File: config.mk
export PLATFORM = sky130hd
export DESIGN_NAME = crs_readout_top
export DESIGN_NICKNAME = d
export VERILOG_FILES = /design/src/rtl/crs_pkg.sv /design/src/rtl/crs_sync.sv /design/src/rtl/crs_edge.sv /design/src/rtl/crs_result_store.sv /design/src/rtl/crs_frame_ctrl.sv /design/src/rtl/crs_readout_top.sv
export SDC_FILE = /design/constraint.sdc
export NUM_CORES = 1
export LEC_CHECK = 0
export ABC_AREA = 1
export BUFFER_PORTS_ARGS = -buffer_cell sky130_fd_sc_hd__buf_2
export CORE_ASPECT_RATIO = 0.75
export CORE_MARGIN = 1
export CORE_UTILIZATION = 30
export CTS_BUF_LIST = sky130_fd_sc_hd__clkbuf_16
export DETAILED_ROUTE_END_ITERATION = 6
export PLACE_DENSITY_LB_ADDON = 0.15
export SYNTH_ARGS = -nofsm -noshare
export SYNTH_HDL_FRONTEND = slang
export SYNTH_SLANG_ARGS = --single-unit
export TNS_END_PERCENT = 20
File: constraint.sdc
create_clock -name clk -period 1.4 [get_ports clk]
set_input_delay 0.28 -clock clk [delete_from_list [all_inputs] [get_ports clk]]
set_output_delay 0.28 -clock clk [all_outputs]
set_load 0.05 [all_outputs]
File: src/rtl/crs_pkg.sv
package crs_pkg;
    typedef enum logic [1:0] {
        FR_IDLE  = 2'd0,
        FR_FSHI  = 2'd1,
        FR_WAITF = 2'd2,
        FR_SHIFT = 2'd3
    } frame_st_e;

    localparam int SIG_CS   = 0;
    localparam int SIG_FS   = 1;
    localparam int SIG_SCLK = 2;
    localparam int SIG_BUSY = 3;
    localparam int SIG_N    = 4;
endpackage

File: src/rtl/crs_sync.sv
module crs_sync #(
    parameter int              W       = 4,
    parameter int              NSTAGE  = 2,
    parameter logic [W-1:0]    RST_VAL = '0
) (
    input  logic         clk,
    input  logic         rst_n,
    input  logic [W-1:0] async_in,
    output logic [W-1:0] sync_out
);
    logic [NSTAGE-1:0][W-1:0] stg_d, stg_q;

    always_comb begin
        stg_d[0] = async_in;
        for (int s = 1; s < NSTAGE; s++) begin
            stg_d[s] = stg_q[s-1];
        end
    end

    always_ff @(posedge clk or negedge rst_n) begin
        if (!rst_n) begin
            stg_q <= {NSTAGE{RST_VAL}};
        end else begin
            stg_q <= stg_d;
        end
    end

    assign sync_out = stg_q[NSTAGE-1];
endmodule

File: src/rtl/crs_edge.sv
module crs_edge #(
    parameter int           W       = 4,
    parameter logic [W-1:0] RST_VAL = '0
) (
    input  logic         clk,
    input  logic         rst_n,
    input  logic [W-1:0] lvl,
    output logic [W-1:0] tog
);
    logic [W-1:0] prev_d, prev_q;

    always_comb begin
        prev_d = lvl;
    end

    always_ff @(posedge clk or negedge rst_n) begin
        if (!rst_n) begin
            prev_q <= RST_VAL;
        end else begin
            prev_q <= prev_d;
        end
    end

    assign tog = lvl ^ prev_q;
endmodule

File: src/rtl/crs_result_store.sv
module crs_result_store #(
    parameter int DW = 16
) (
    input  logic          clk,
    input  logic          rst_n,
    input  logic [DW-1:0] res_data,
    input  logic          res_valid,
    input  logic          busy_fall,
    output logic [DW-1:0] hold_next,
    output logic          win_open
);
    typedef struct packed {
        logic [DW-1:0] pend;
        logic [DW-1:0] hold;
        logic          win;
    } store_t;

    store_t st_d, st_q;

    always_comb begin
        st_d = st_q;
        if (busy_fall) begin
            st_d.hold = st_q.pend;
            st_d.win  = 1'b0;
        end
        if (res_valid) begin
            st_d.pend = res_data;
            st_d.win  = 1'b1;
        end
    end

    always_ff @(posedge clk or negedge rst_n) begin
        if (!rst_n) begin
            st_q <= '0;
        end else begin
            st_q <= st_d;
        end
    end

    assign hold_next = st_d.hold;
    assign win_open  = st_q.win;

    AST_HOLD_ONLY_BUSY_FALL: assert property (@(posedge clk) disable iff (!rst_n)
        !busy_fall |=> $stable(st_q.hold));
    AST_WINDOW_SHUTS: assert property (@(posedge clk) disable iff (!rst_n)
        (busy_fall && !res_valid) |=> !st_q.win);
endmodule

File: src/rtl/crs_frame_ctrl.sv
module crs_frame_ctrl
    import crs_pkg::*;
#(
    parameter int DW = 16
) (
    input  logic          clk,
    input  logic          rst_n,
    input  logic          mode_fs,
    input  logic          cs_lvl,
    input  logic          cs_fall,
    input  logic          fs_lvl,
    input  logic          fs_rise,
    input  logic          fs_fall,
    input  logic          sclk_rise,
    input  logic          sclk_fall,
    input  logic          busy_fall,
    input  logic [DW-1:0] hold_new,
    input  logic          win_open,
    output logic          sdo,
    output logic          sdo_oe,
    output logic          proto_err
);
    localparam int CMAX  = DW + 2;
    localparam int CNT_W = $clog2(CMAX + 1);

    typedef struct packed {
        frame_st_e      st;
        logic [DW-1:0]  word;
        logic [CNT_W-1:0] cnt;
        logic           err;
    } frame_t;

    frame_t fr_d, fr_q;
    logic [DW-1:0] shl;
    logic          bad_start;

    always_comb begin
        fr_d      = fr_q;
        bad_start = win_open && !busy_fall;
        if (cs_lvl) begin
            fr_d.st  = FR_IDLE;
            fr_d.cnt = '0;
        end else if (!mode_fs) begin
            if (cs_fall) begin
                fr_d.st   = FR_SHIFT;
                fr_d.word = hold_new;
                fr_d.cnt  = '0;
                fr_d.err  = fr_q.err | bad_start;
            end else if (fr_q.st == FR_SHIFT && sclk_rise
                         && fr_q.cnt < CNT_W'(CMAX)) begin
                fr_d.cnt = fr_q.cnt + CNT_W'(1);
            end
        end else begin
            if (fs_rise) begin
                fr_d.st   = FR_FSHI;
                fr_d.word = hold_new;
                fr_d.cnt  = '0;
                fr_d.err  = fr_q.err | bad_start;
            end else if (fs_lvl && busy_fall) begin
                fr_d.st   = FR_FSHI;
                fr_d.word = hold_new;
                fr_d.cnt  = '0;
            end else if (fr_q.st == FR_FSHI && fs_fall) begin
                fr_d.st = FR_WAITF;
            end else if (fr_q.st == FR_WAITF && sclk_fall) begin
                fr_d.st = FR_SHIFT;
            end else if (fr_q.st == FR_SHIFT && sclk_rise
                         && fr_q.cnt < CNT_W'(CMAX)) begin
                fr_d.cnt = fr_q.cnt + CNT_W'(1);
            end
        end
    end

    always_ff @(posedge clk or negedge rst_n) begin
        if (!rst_n) begin
            fr_q <= '{st: FR_IDLE, word: '0, cnt: '0, err: 1'b0};
        end else begin
            fr_q <= fr_d;
        end
    end

    always_comb begin
        shl = fr_q.word << fr_q.cnt;
        if (cs_lvl || fr_q.st == FR_IDLE) begin
            sdo = 1'b0;
        end else if (fr_q.cnt < CNT_W'(DW)) begin
            sdo = shl[DW-1];
        end else if (fr_q.cnt < CNT_W'(DW + 2)) begin
            sdo = fr_q.word[0];
        end else begin
            sdo = fr_q.word[DW-1];
        end
    end

    assign sdo_oe    = !cs_lvl;
    assign proto_err = fr_q.err;

    AST_CNT_ONE_STEP: assert property (@(posedge clk) disable iff (!rst_n)
        !(cs_fall || fs_rise || busy_fall) |=>
        (fr_q.cnt == $past(fr_q.cnt)) || (fr_q.cnt == $past(fr_q.cnt) + CNT_W'(1))
        || (fr_q.cnt == '0));
    AST_CNT_SATURATES: assert property (@(posedge clk) disable iff (!rst_n)
        fr_q.cnt <= CNT_W'(CMAX));
    AST_ERR_STICKY: assert property (@(posedge clk) disable iff (!rst_n)
        fr_q.err |=> fr_q.err);
    AST_FS_NO_EARLY_SHIFT: assert property (@(posedge clk) disable iff (!rst_n)
        (fr_q.st == FR_FSHI && !cs_lvl && !fs_rise && !busy_fall) |=> fr_q.cnt == '0);
endmodule

File: src/rtl/crs_readout_top.sv
module crs_readout_top
    import crs_pkg::*;
#(
    parameter int DW     = 16,
    parameter int NSTAGE = 2
) (
    input  logic          clk,
    input  logic          rst_n,
    input  logic          mode_fs,
    input  logic          cs_n,
    input  logic          fs,
    input  logic          sclk,
    input  logic          busy,
    input  logic [DW-1:0] res_data,
    input  logic          res_valid,
    output logic          sdo,
    output logic          sdo_oe,
    output logic          proto_err
);
    localparam logic [SIG_N-1:0] IDLE_LVL = SIG_N'(1) << SIG_CS;

    logic [SIG_N-1:0] raw, lvl, tog;
    logic cs_fall, fs_rise, fs_fall, sclk_rise, sclk_fall, busy_fall;
    logic [DW-1:0] hold_next;
    logic win_open;

    always_comb begin
        raw           = '0;
        raw[SIG_CS]   = cs_n;
        raw[SIG_FS]   = fs;
        raw[SIG_SCLK] = sclk;
        raw[SIG_BUSY] = busy;
    end

    crs_sync #(.W(SIG_N), .NSTAGE(NSTAGE), .RST_VAL(IDLE_LVL)) sync_i (
        .clk(clk), .rst_n(rst_n), .async_in(raw), .sync_out(lvl)
    );

    crs_edge #(.W(SIG_N), .RST_VAL(IDLE_LVL)) edge_i (
        .clk(clk), .rst_n(rst_n), .lvl(lvl), .tog(tog)
    );

    assign cs_fall   = tog[SIG_CS]   & ~lvl[SIG_CS];
    assign fs_rise   = tog[SIG_FS]   &  lvl[SIG_FS];
    assign fs_fall   = tog[SIG_FS]   & ~lvl[SIG_FS];
    assign sclk_rise = tog[SIG_SCLK] &  lvl[SIG_SCLK];
    assign sclk_fall = tog[SIG_SCLK] & ~lvl[SIG_SCLK];
    assign busy_fall = tog[SIG_BUSY] & ~lvl[SIG_BUSY];

    crs_result_store #(.DW(DW)) store_i (
        .clk(clk), .rst_n(rst_n), .res_data(res_data), .res_valid(res_valid),
        .busy_fall(busy_fall), .hold_next(hold_next), .win_open(win_open)
    );

    crs_frame_ctrl #(.DW(DW)) frame_i (
        .clk(clk), .rst_n(rst_n), .mode_fs(mode_fs),
        .cs_lvl(lvl[SIG_CS]), .cs_fall(cs_fall),
        .fs_lvl(lvl[SIG_FS]), .fs_rise(fs_rise), .fs_fall(fs_fall),
        .sclk_rise(sclk_rise), .sclk_fall(sclk_fall), .busy_fall(busy_fall),
        .hold_new(hold_next), .win_open(win_open),
        .sdo(sdo), .sdo_oe(sdo_oe), .proto_err(proto_err)
    );

    AST_DESELECT_QUIET: assert property (@(posedge clk) disable iff (!rst_n)
        (cs_n && $past(cs_n) && $past(cs_n, 2)) |-> (!sdo_oe && !sdo));
endmodule

* Yosys cells after proc, flatten, opt, wreduce, memory -nomap -nowiden
Cells that the tools add are included.
** Storage, ports and cells
- Register bits after elaboration :: 69
- Input bits :: 24
- Output and inout port bits :: 3
- Word-level logic and storage cells :: 72
** Operators by class
- $add $sub $neg :: 1
- Magnitude comparators :: 2
- Eq/ne operators :: 8
- Shift operators :: 1
- Mux-type cells :: 21
- Bitwise logic cells :: 12
- Reduce and logical (&&, ||, !) cells :: 17
** Operators by type and width (count)
- 5-bit 2-to-1 mux :: 6
- 24-bit 2-to-1 mux :: 1
- 23-bit 2-to-1 mux :: 1
- 18-bit 2-to-1 mux :: 1
- 17-bit 2-to-1 mux :: 1
- 16-bit 2-to-1 mux :: 1
- 16-bit by 5-bit << shifter with 16-bit output :: 1
- 5-bit less-than comparator (second input constant) :: 2
- 5-bit by 3-bit inequality test with 1-bit output (second input constant) :: 2
- 2-bit 2-to-1 mux :: 4
- 1-bit AND :: 6
- 1-bit logical AND :: 6
- 1-bit 2-to-1 mux :: 6
- 6-bit by 1-bit inequality test with 1-bit output (second input constant) :: 1
- 3-bit AND reduction :: 2
- 5-bit by 1-bit adder with 5-bit output (second input constant) :: 1
- 2-bit == test (second input constant) :: 2
- 1-bit inverter :: 4
- 2-bit AND reduction :: 2
- 2-bit nonzero test :: 2
- 4-bit bitwise XOR :: 1
- 3-bit by 1-bit inequality test with 1-bit output (second input constant) :: 1
- 3-bit nonzero test :: 1
- 2-bit by 1-bit == test with 1-bit output (second input constant) :: 1
- other kinds (5) :: 6

* Depth between registers and ports, before layout
Gate-level depths: netlist of the first run.
- Depth in word-level cells :: 11
- Depth in mapped cells :: 9
- Depth with buffers taken out :: 8

* Hierarchy
Synthesis of the first run repeated with hierarchy kept, for this count alone.
** Unflattened totals
- Cells, all modules :: 351
- Area total of the unflattened synthesis :: 3065.4 µm²
** By module, submodules not included
- crs_frame_ctrl :: instances 1, cells each 168, area each 1336.3 µm², sequential area each 600.6 µm²
- crs_result_store :: instances 1, cells each 139, area each 1300.0 µm², sequential area each 825.8 µm²
- crs_sync :: instances 1, cells each 8, area each 202.7 µm², sequential area each 202.7 µm²
- crs_edge :: instances 1, cells each 24, area each 176.4 µm², sequential area each 101.3 µm²
- crs_readout_top :: instances 1, cells each 12, area each 50.0 µm², sequential area each 0.0 µm²

* Worst setup path after synthesis of the first run
Ideal clock, no wire load.
- Kind :: register to output
- Start point :: register sync_i.stg_q, in the netlist sync_i.sync_out[0]
- End point :: output sdo
- Data arrival time :: 1.471 ns
- Data required time :: 1.120 ns
- Setup slack :: -0.351 ns
- Stages on the path, launching flop included :: 6
- Buffers on the path :: 0
- Cells stage by stage :: dfstp_2 inv_1 o21ai_0 nor3_1 nand2_1 inv_1
** Between the ends
- Cells in the longest elaborated chain, start to end :: 2
** Ends and longest elaborated chain
- start, declared :: line crs_sync.sv:11 : logic [NSTAGE-1:0][W-1:0] stg_d, stg_q;
- start signal, assigned :: line crs_sync.sv:22 : stg_q <= {NSTAGE{RST_VAL}};
- start signal, assigned :: line crs_sync.sv:24 : stg_q <= stg_d;
- 1-bit logical OR :: line crs_frame_ctrl.sv:84 : if (cs_lvl || fr_q.st == FR_IDLE) begin
- 1-bit 2-to-1 mux :: line crs_frame_ctrl.sv:84
- end, declared :: line crs_readout_top.sv:16 : output logic sdo,
Every way passes these cells.

* Worst setup path in the final report of the first run
- Start point :: register frame_i.fr_q[1] in the netlist's numbering
- End point :: output sdo
** Between the ends
- Cells in the longest elaborated chain, start to end :: 4
- Elaborated cells on any way between the ends :: 6
- Classes of those cells :: 2 x order compare; 1 x shift; 3 x mux
** Ends and longest elaborated chain
- start, declared :: line crs_frame_ctrl.sv:33 : frame_t fr_d, fr_q;
- start signal, assigned :: line crs_frame_ctrl.sv:76 : fr_q <= '{st: FR_IDLE, word: '0, cnt: '0, err: 1'b0};
- start signal, assigned :: line crs_frame_ctrl.sv:78 : fr_q <= fr_d;
- 5-bit less-than comparator :: line crs_frame_ctrl.sv:88 : end else if (fr_q.cnt < CNT_W'(DW + 2)) begin
- 1-bit 2-to-1 mux :: line crs_frame_ctrl.sv:88
- 1-bit 2-to-1 mux (*) :: line crs_frame_ctrl.sv:86 : end else if (fr_q.cnt < CNT_W'(DW)) begin
- 1-bit 2-to-1 mux (*) :: line crs_frame_ctrl.sv:84
Every way passes the cells marked *; elsewhere a longest branch is shown, timed or not.

==> results.md, run 1 <==
* Starting density of the core at 31.3%
* Dpl hpwl at 3.82 mm
* Fmax at 550 MHz
* # nets final at 395
* DR vias at 2162
* EDFF count, synth at 0
* Placed Cells at 479
* Worst Setup End Kind: primary output
* Yosys cell types at 27
* Synth top area share at 57.3%
* Hold_ws at 0.0462 ns
* Area of the die at 0.0100 mm²
* Residual DRC count at 0
* Failing checks: negative setup slack
* Die width at 115 µm
* Final Hold Fails at 0
* Total global-route track usage at 13.6%
* Maxcap violations at 0
* Worst-Skew Late Latency at 0.33 ns
* # rows at 30
* Final min period at 1.82 ns
* Max_slew headroom at 65.7%
* Layout cells sized above 1 at 40.3%
* CORE AREA at 0.00920 mm²
* Syn_nets at 330
* Final Setup Violations at 19
* HP Class: in2reg
* Worst r2r src: sync_i.sync_out[0]
* First-pass GRT wire length at 10.2 mm
* Port bufs at 26
* CP max FO at 5
* Worst setup path startpoint: frame_i.fr_q[1]
* YS warnings at 0
* Largest net degree at the start of global routing at 44
* Top_reg_cell synth: dfrtp_1
* Top post-synthesis cells by area: dfrtp_1, nand2_1, inv_1
* Reg-to-reg endpoint: frame_i.fr_q[13]
* Non-Filler Instances at 503
* Leading area contributor after synthesis: dfrtp_1
* Setup CP Type: reg2out
* Final Max Tran Viols at 0
* Syn Inst Count at 305
* Leakage at 1.95 nW
* RSZ-0062 raised after global routing: yes
* Top post-synthesis cells by count: nand2_1, dfrtp_1, inv_1, o21ai_0, nand3_1
* Syn Area/Cell at 9.44 µm²
* R2r setup slk at -0.11 ns
* Initial antenna violation count at 0
* Die height at 86.9 µm
* Synth-to-layout area growth at 38.5%
* CTS clk-pin slew, worst paths at 0.05 ns
* Worst slew pin tran at 0.514 ns
* Register bit total from synthesis at 69
* CTS H-tree lvls at 3
* Final Cycle Share at 130%
* Initial DRC Count at 96
* Count leader, synth: nand2_1
* CTS root buffer: clkbuf_16
* Vias per cell at 4.30
* CP endpoint: sdo
* VDD IR max at 0.888 mV
* Num ports at 27
* Detailed Routing Iterations Pass 1 at 4
* Total Power at 5.09 mW
* TritonCTS clock tree: done
* Critical path launch point type: flip-flop
* Post-DRT Antenna Nets at 0
* Sequential cell area fraction in the yosys report at 60.1%
* Sink Count at 69
* Async SR Flop Fraction at 100%
* Diodes inserted at 0
* Total grt overflow at 0
* Routed len/inst at 11.9 µm
* Clk buf depth at 2
* Setup WS post-layout at -0.418 ns
* Worst Reg-to-Reg Cells at 8
* Vias in the first global route at 2247
* TritonCTS Buffers at 9
* Cell Area, Synth at 0.00288 mm²
* Cell Pwr Density at 1280 mW/mm²
* RePlAce Congestion at 0.801
* DRT Wirelength at 5.97 mm
* Setup Skew at 0.00653 ns
* Setup TNS at -1.93 ns
* CP required at 1.12 ns
* Arrival @ worst endpoint at 1.54 ns
* Outcome: complete, but fails checks
[routing by layer]
| layer | track usage [%] | part of all wire [%] |
|---|---|---|
| met1 | 16.7 | 49 |
| met2 | 21.6 | 45 |
| met3 | 5.29 | 3.7 |
| met4 | 5.31 | 1.7 |
| met5 | 0 | 0 |
[timing repair]
item	in CTS	in global routing
pin swaps	13	8
buffers inserted	2	2
setup endpoints to repair	13	25
gates cloned	1	2
hold endpoints to repair	66	0
hold buffers	1	0
gates resized for setup	30	41
[critical path, stage by stage (launching register included)]
cell and delay (ns):
dfrtp_2 0.44, buf_6 0.15, nand2_2 0.07, nand3_2 0.07, nand3_2 0.07, nand3_2 0.07, nand3_2 0.07, nand2_1 0.05
inv_1 0.06, buf_6 0.15
[where the power goes]
part           switching (mW)  internal [mW]  total (mW)
Clock                   0.783           1.16        1.94
Sequential             0.0662           2.23        2.30
Combinational           0.476          0.375       0.851
[placed cells by master, fill, tap and decap left out, types with 2 or more instances in the layout]
master / n
a21oi_2: 2
buf_12: 5
buf_2: 24
buf_4: 25
buf_6: 6
clkbuf_16: 11
clkinv_2: 3
dfrtp_1: 65
dfstp_2: 3
inv_1: 48
inv_2: 2
inv_4: 2
nand2_1: 53
nand2_2: 24
nand2_4: 4
nand3_1: 4
nand3_2: 15
nand3_4: 2
nor2_1: 4
nor3_1: 3
o21ai_0: 28
o21ai_1: 14
o21ai_2: 14
[stage by stage]
stage	setup slack [ns]	util (%)	area [µm²]
3_5_place_dp	-0.148	36.7	3380
4_1_cts	-0.417	41.0	3770
2_1_floorplan	-0.186	-	2880
6_report	-0.418	43.4	3990
5_1_grt	-0.513	43.4	3990
3_3_place_gp	-0.133	36.7	3380
[registers in the layout (all words and copies together) (netlist names)]
name and flops:
sync_i.stg_d 4, store_i.win_open 1, sync_i.sync_out 4, frame_i.fr_q 23
frame_i.proto_err 1, store_i.st_q 32, edge_i.prev_q 4
[final cells by class]
type | count | area (µm²)
Fill cell | 883 | 5210
Sequential cell | 69 | 1730
Multi-Input combinational cell | 177 | 1100
Timing Repair Buffer | 64 | 551
Clock buffer | 9 | 225
Inverter | 49 | 193
Tap cell | 128 | 160
Clock inverter | 7 | 30.0
[logic make-up (layout without fill, tap and decap cells)]
group | Yosys count | count (layout) | synth area share (%)
buf+inv | 59 | 129 | 8.86
xor+xnor | 1 | 1 | 0.304
flops | 69 | 69 | 60.1
simple gates | 116 | 116 | 18.3
compound gates | 59 | 59 | 12.0
fa+ha+maj | 1 | 1 | 0.434
[worst min path at each step]
stage | from | to | slack [ns] | depth (start not counted)
floorplan | rst_n | edge_i.prev_q[1] | -0.02 | 0
global placement | rst_n | store_i.st_q[26] | 0.29 | 2
detailed placement | rst_n | store_i.st_q[10] | 0.29 | 2
CTS | cs_n | sync_i.stg_d[4] | 0.03 | 1
global route | cs_n | sync_i.stg_d[4] | 0.03 | 1
finish | cs_n | sync_i.stg_d[4] | 0.05 | 1
(Power assumes the default switching activity.)
==> inputs of run 2 (changes only) <==
- REMOVE_ABC_BUFFERS: unset -> 1
==> results.md, run 2 (synthesis gave the netlist of run 1 again) <==
* Arrival @ worst endpoint at 1.57 ns
* CORE AREA at 0.00920 mm²
* Max_slew headroom at 65.9%
* Layout cells sized above 1 at 34.6%
* Routed len/inst at 11.3 µm
* Maxcap violations at 0
* Outcome: complete, but fails checks
* Worst setup path startpoint: frame_i.fr_q[1]
* Non-Filler Instances at 501
* Sink Count at 69
* Final Hold Fails at 0
* # rows at 30
* VDD IR max at 0.776 mV
* Worst-Skew Late Latency at 0.33 ns
* Largest net degree at the start of global routing at 47
* Reg-to-reg endpoint: frame_i.fr_q[5]
* Detailed Routing Iterations Pass 1 at 4
* Fillers at 948
* Setup Skew at 0.00588 ns
* Failing checks: negative setup slack
* TritonCTS clock tree: done
* Finished Cell Area at 0.00384 mm²
* Cell Pwr Density at 1360 mW/mm²
* CP required at 1.12 ns
* Leakage at 1.87 nW
* R2r setup slk at -0.03 ns
* Die width at 115 µm
* Post-DRT Antenna Nets at 0
* DR vias at 2083
* Initial antenna violation count at 0
* Min-delay src: cs_n
* Largest Register: store_i.st_q
* Total global-route track usage at 13.0%
* Worst-path cell chain: buf_6 > nand2_2 > nand3_2 > nand3_2 > nand3_2 > nand3_2 > nand2_1 > inv_1 > buf_6
* Commonest non-fill, non-tap cell in the layout: nand2_1
* Fmax at 541 MHz
* Worst r2r src: frame_i.fr_q[1]
* Num ports at 27
* Hold_ws at 0.0501 ns
* Biggest regs: store_i.st_q x32, frame_i.fr_q x23
* HP Class: in2reg
* Placed Cells at 481
* Commonest cells after routing, fill and taps aside: nand2_1, dfrtp_1, inv_1
* TritonCTS Buffers at 9
* Total grt overflow at 0
* Residual DRC count at 0
* Hold worst-path end: sync_i.stg_d[4]
* Area of the die at 0.0100 mm²
* Synth-to-layout area growth at 33.4%
* Setup CP Type: reg2out
* Final Setup Violations at 4
* Vias in the first global route at 2044
* Clk buf depth at 2
* Slowest cell on crit path: dfrtp_2
* CP max FO at 5
* CTS H-tree lvls at 3
* Worst slew pin tran at 0.511 ns
* Critical path launch point type: flip-flop
* Final Max Tran Viols at 0
* Final min period at 1.85 ns
* CTS root buffer: clkbuf_16
* RSZ-0062 raised after global routing: yes
* # nets final at 393
* CTS clk-pin slew, worst paths at 0.06 ns
* Setup WS post-layout at -0.448 ns
* Worst path most repeated cell: nand3_2
* First-pass GRT wire length at 9.70 mm
* Port bufs at 26
* DRT Wirelength at 5.67 mm
* Max FFs per register at 32
* RePlAce Congestion at 0.799
* Die height at 86.9 µm
* Max incr delay on CP at 0.45 ns
* Diodes inserted at 0
* Dpl hpwl at 3.73 mm
* Worst Setup End Kind: primary output
* DP Area at 0.00339 mm²
* Worst Reg-to-Reg Cells at 8
* Vias per cell at 4.16
* Starting density of the core at 31.3%
* Hold path depth at 1
* Final Cycle Share at 132%
* Initial DRC Count at 64
-- run 2: area by class of cell --
| cell class | count | area [µm²] | share of cell area (%) |
|---|---|---|---|
| Clock buffer | 9 | 225 | 5.86 |
| Sequential cell | 69 | 1730 | 45.1 |
| Clock inverter | 7 | 58.8 | 1.53 |
| Multi-Input combinational cell | 177 | 996 | 25.9 |
| Timing Repair Buffer | 62 | 480 | 12.5 |
| Tap cell | 128 | 160 | 4.17 |
| Inverter | 49 | 189 | 4.92 |
-- run 2: critical path, delay by kind of cell, from the launching register on --
kind | cells | cell delay [ns]
AND/OR/NAND/NOR | 6 | 0.42
flip-flops | 1 | 0.45
buffers and inverters | 3 | 0.37
-- run 2: how the worst max path moves through the flow --
stage,depth (start not counted),to,slack (ns)
5_1_grt,9,sdo,-0.52
6_report,9,sdo,-0.45
2_1_floorplan,5,sdo,-0.35
3_3_place_gp,8,sdo,-0.14
3_5_place_dp,9,sdo,-0.15
4_1_cts,9,sdo,-0.42
-- run 2: report_power, final --
part / internal, mW / switching, mW
combinational: 0.356 / 0.434
sequential: 2.23 / 0.0664
clock: 1.35 / 0.789
-- run 2: layer usage --
layer,track usage (%),share of wire [%]
met1,17.8,53
met2,17.8,42
met3,5.50,3.7
met4,5.90,1.6
met5,0,0
-- run 2: metrics by stage --
stage	total power [mW]	util [%]	worst slack (ns)	setup TNS [ns]
global route	5.52	41.8	-0.520	-0.781
global placement	3.06	36.9	-0.140	-0.140
CTS	5.31	41.3	-0.420	-0.524
finish	5.23	41.8	-0.448	-0.535
floorplan	2.70	-	-0.351	-4.15
detailed placement	3.08	36.9	-0.155	-0.155
-- run 2: timing repair --
| item | 4_1_cts | 5_1_grt |
|---|---|---|
| setup buffers | 2 | 0 |
| hold buffers | 1 | 0 |
| pin swaps | 18 | 3 |
| cloned | 1 | 0 |
| setup endpoints to repair | 2 | 11 |
| gates resized for setup | 24 | 13 |
| endpoints found under the hold margin | 66 | 0 |
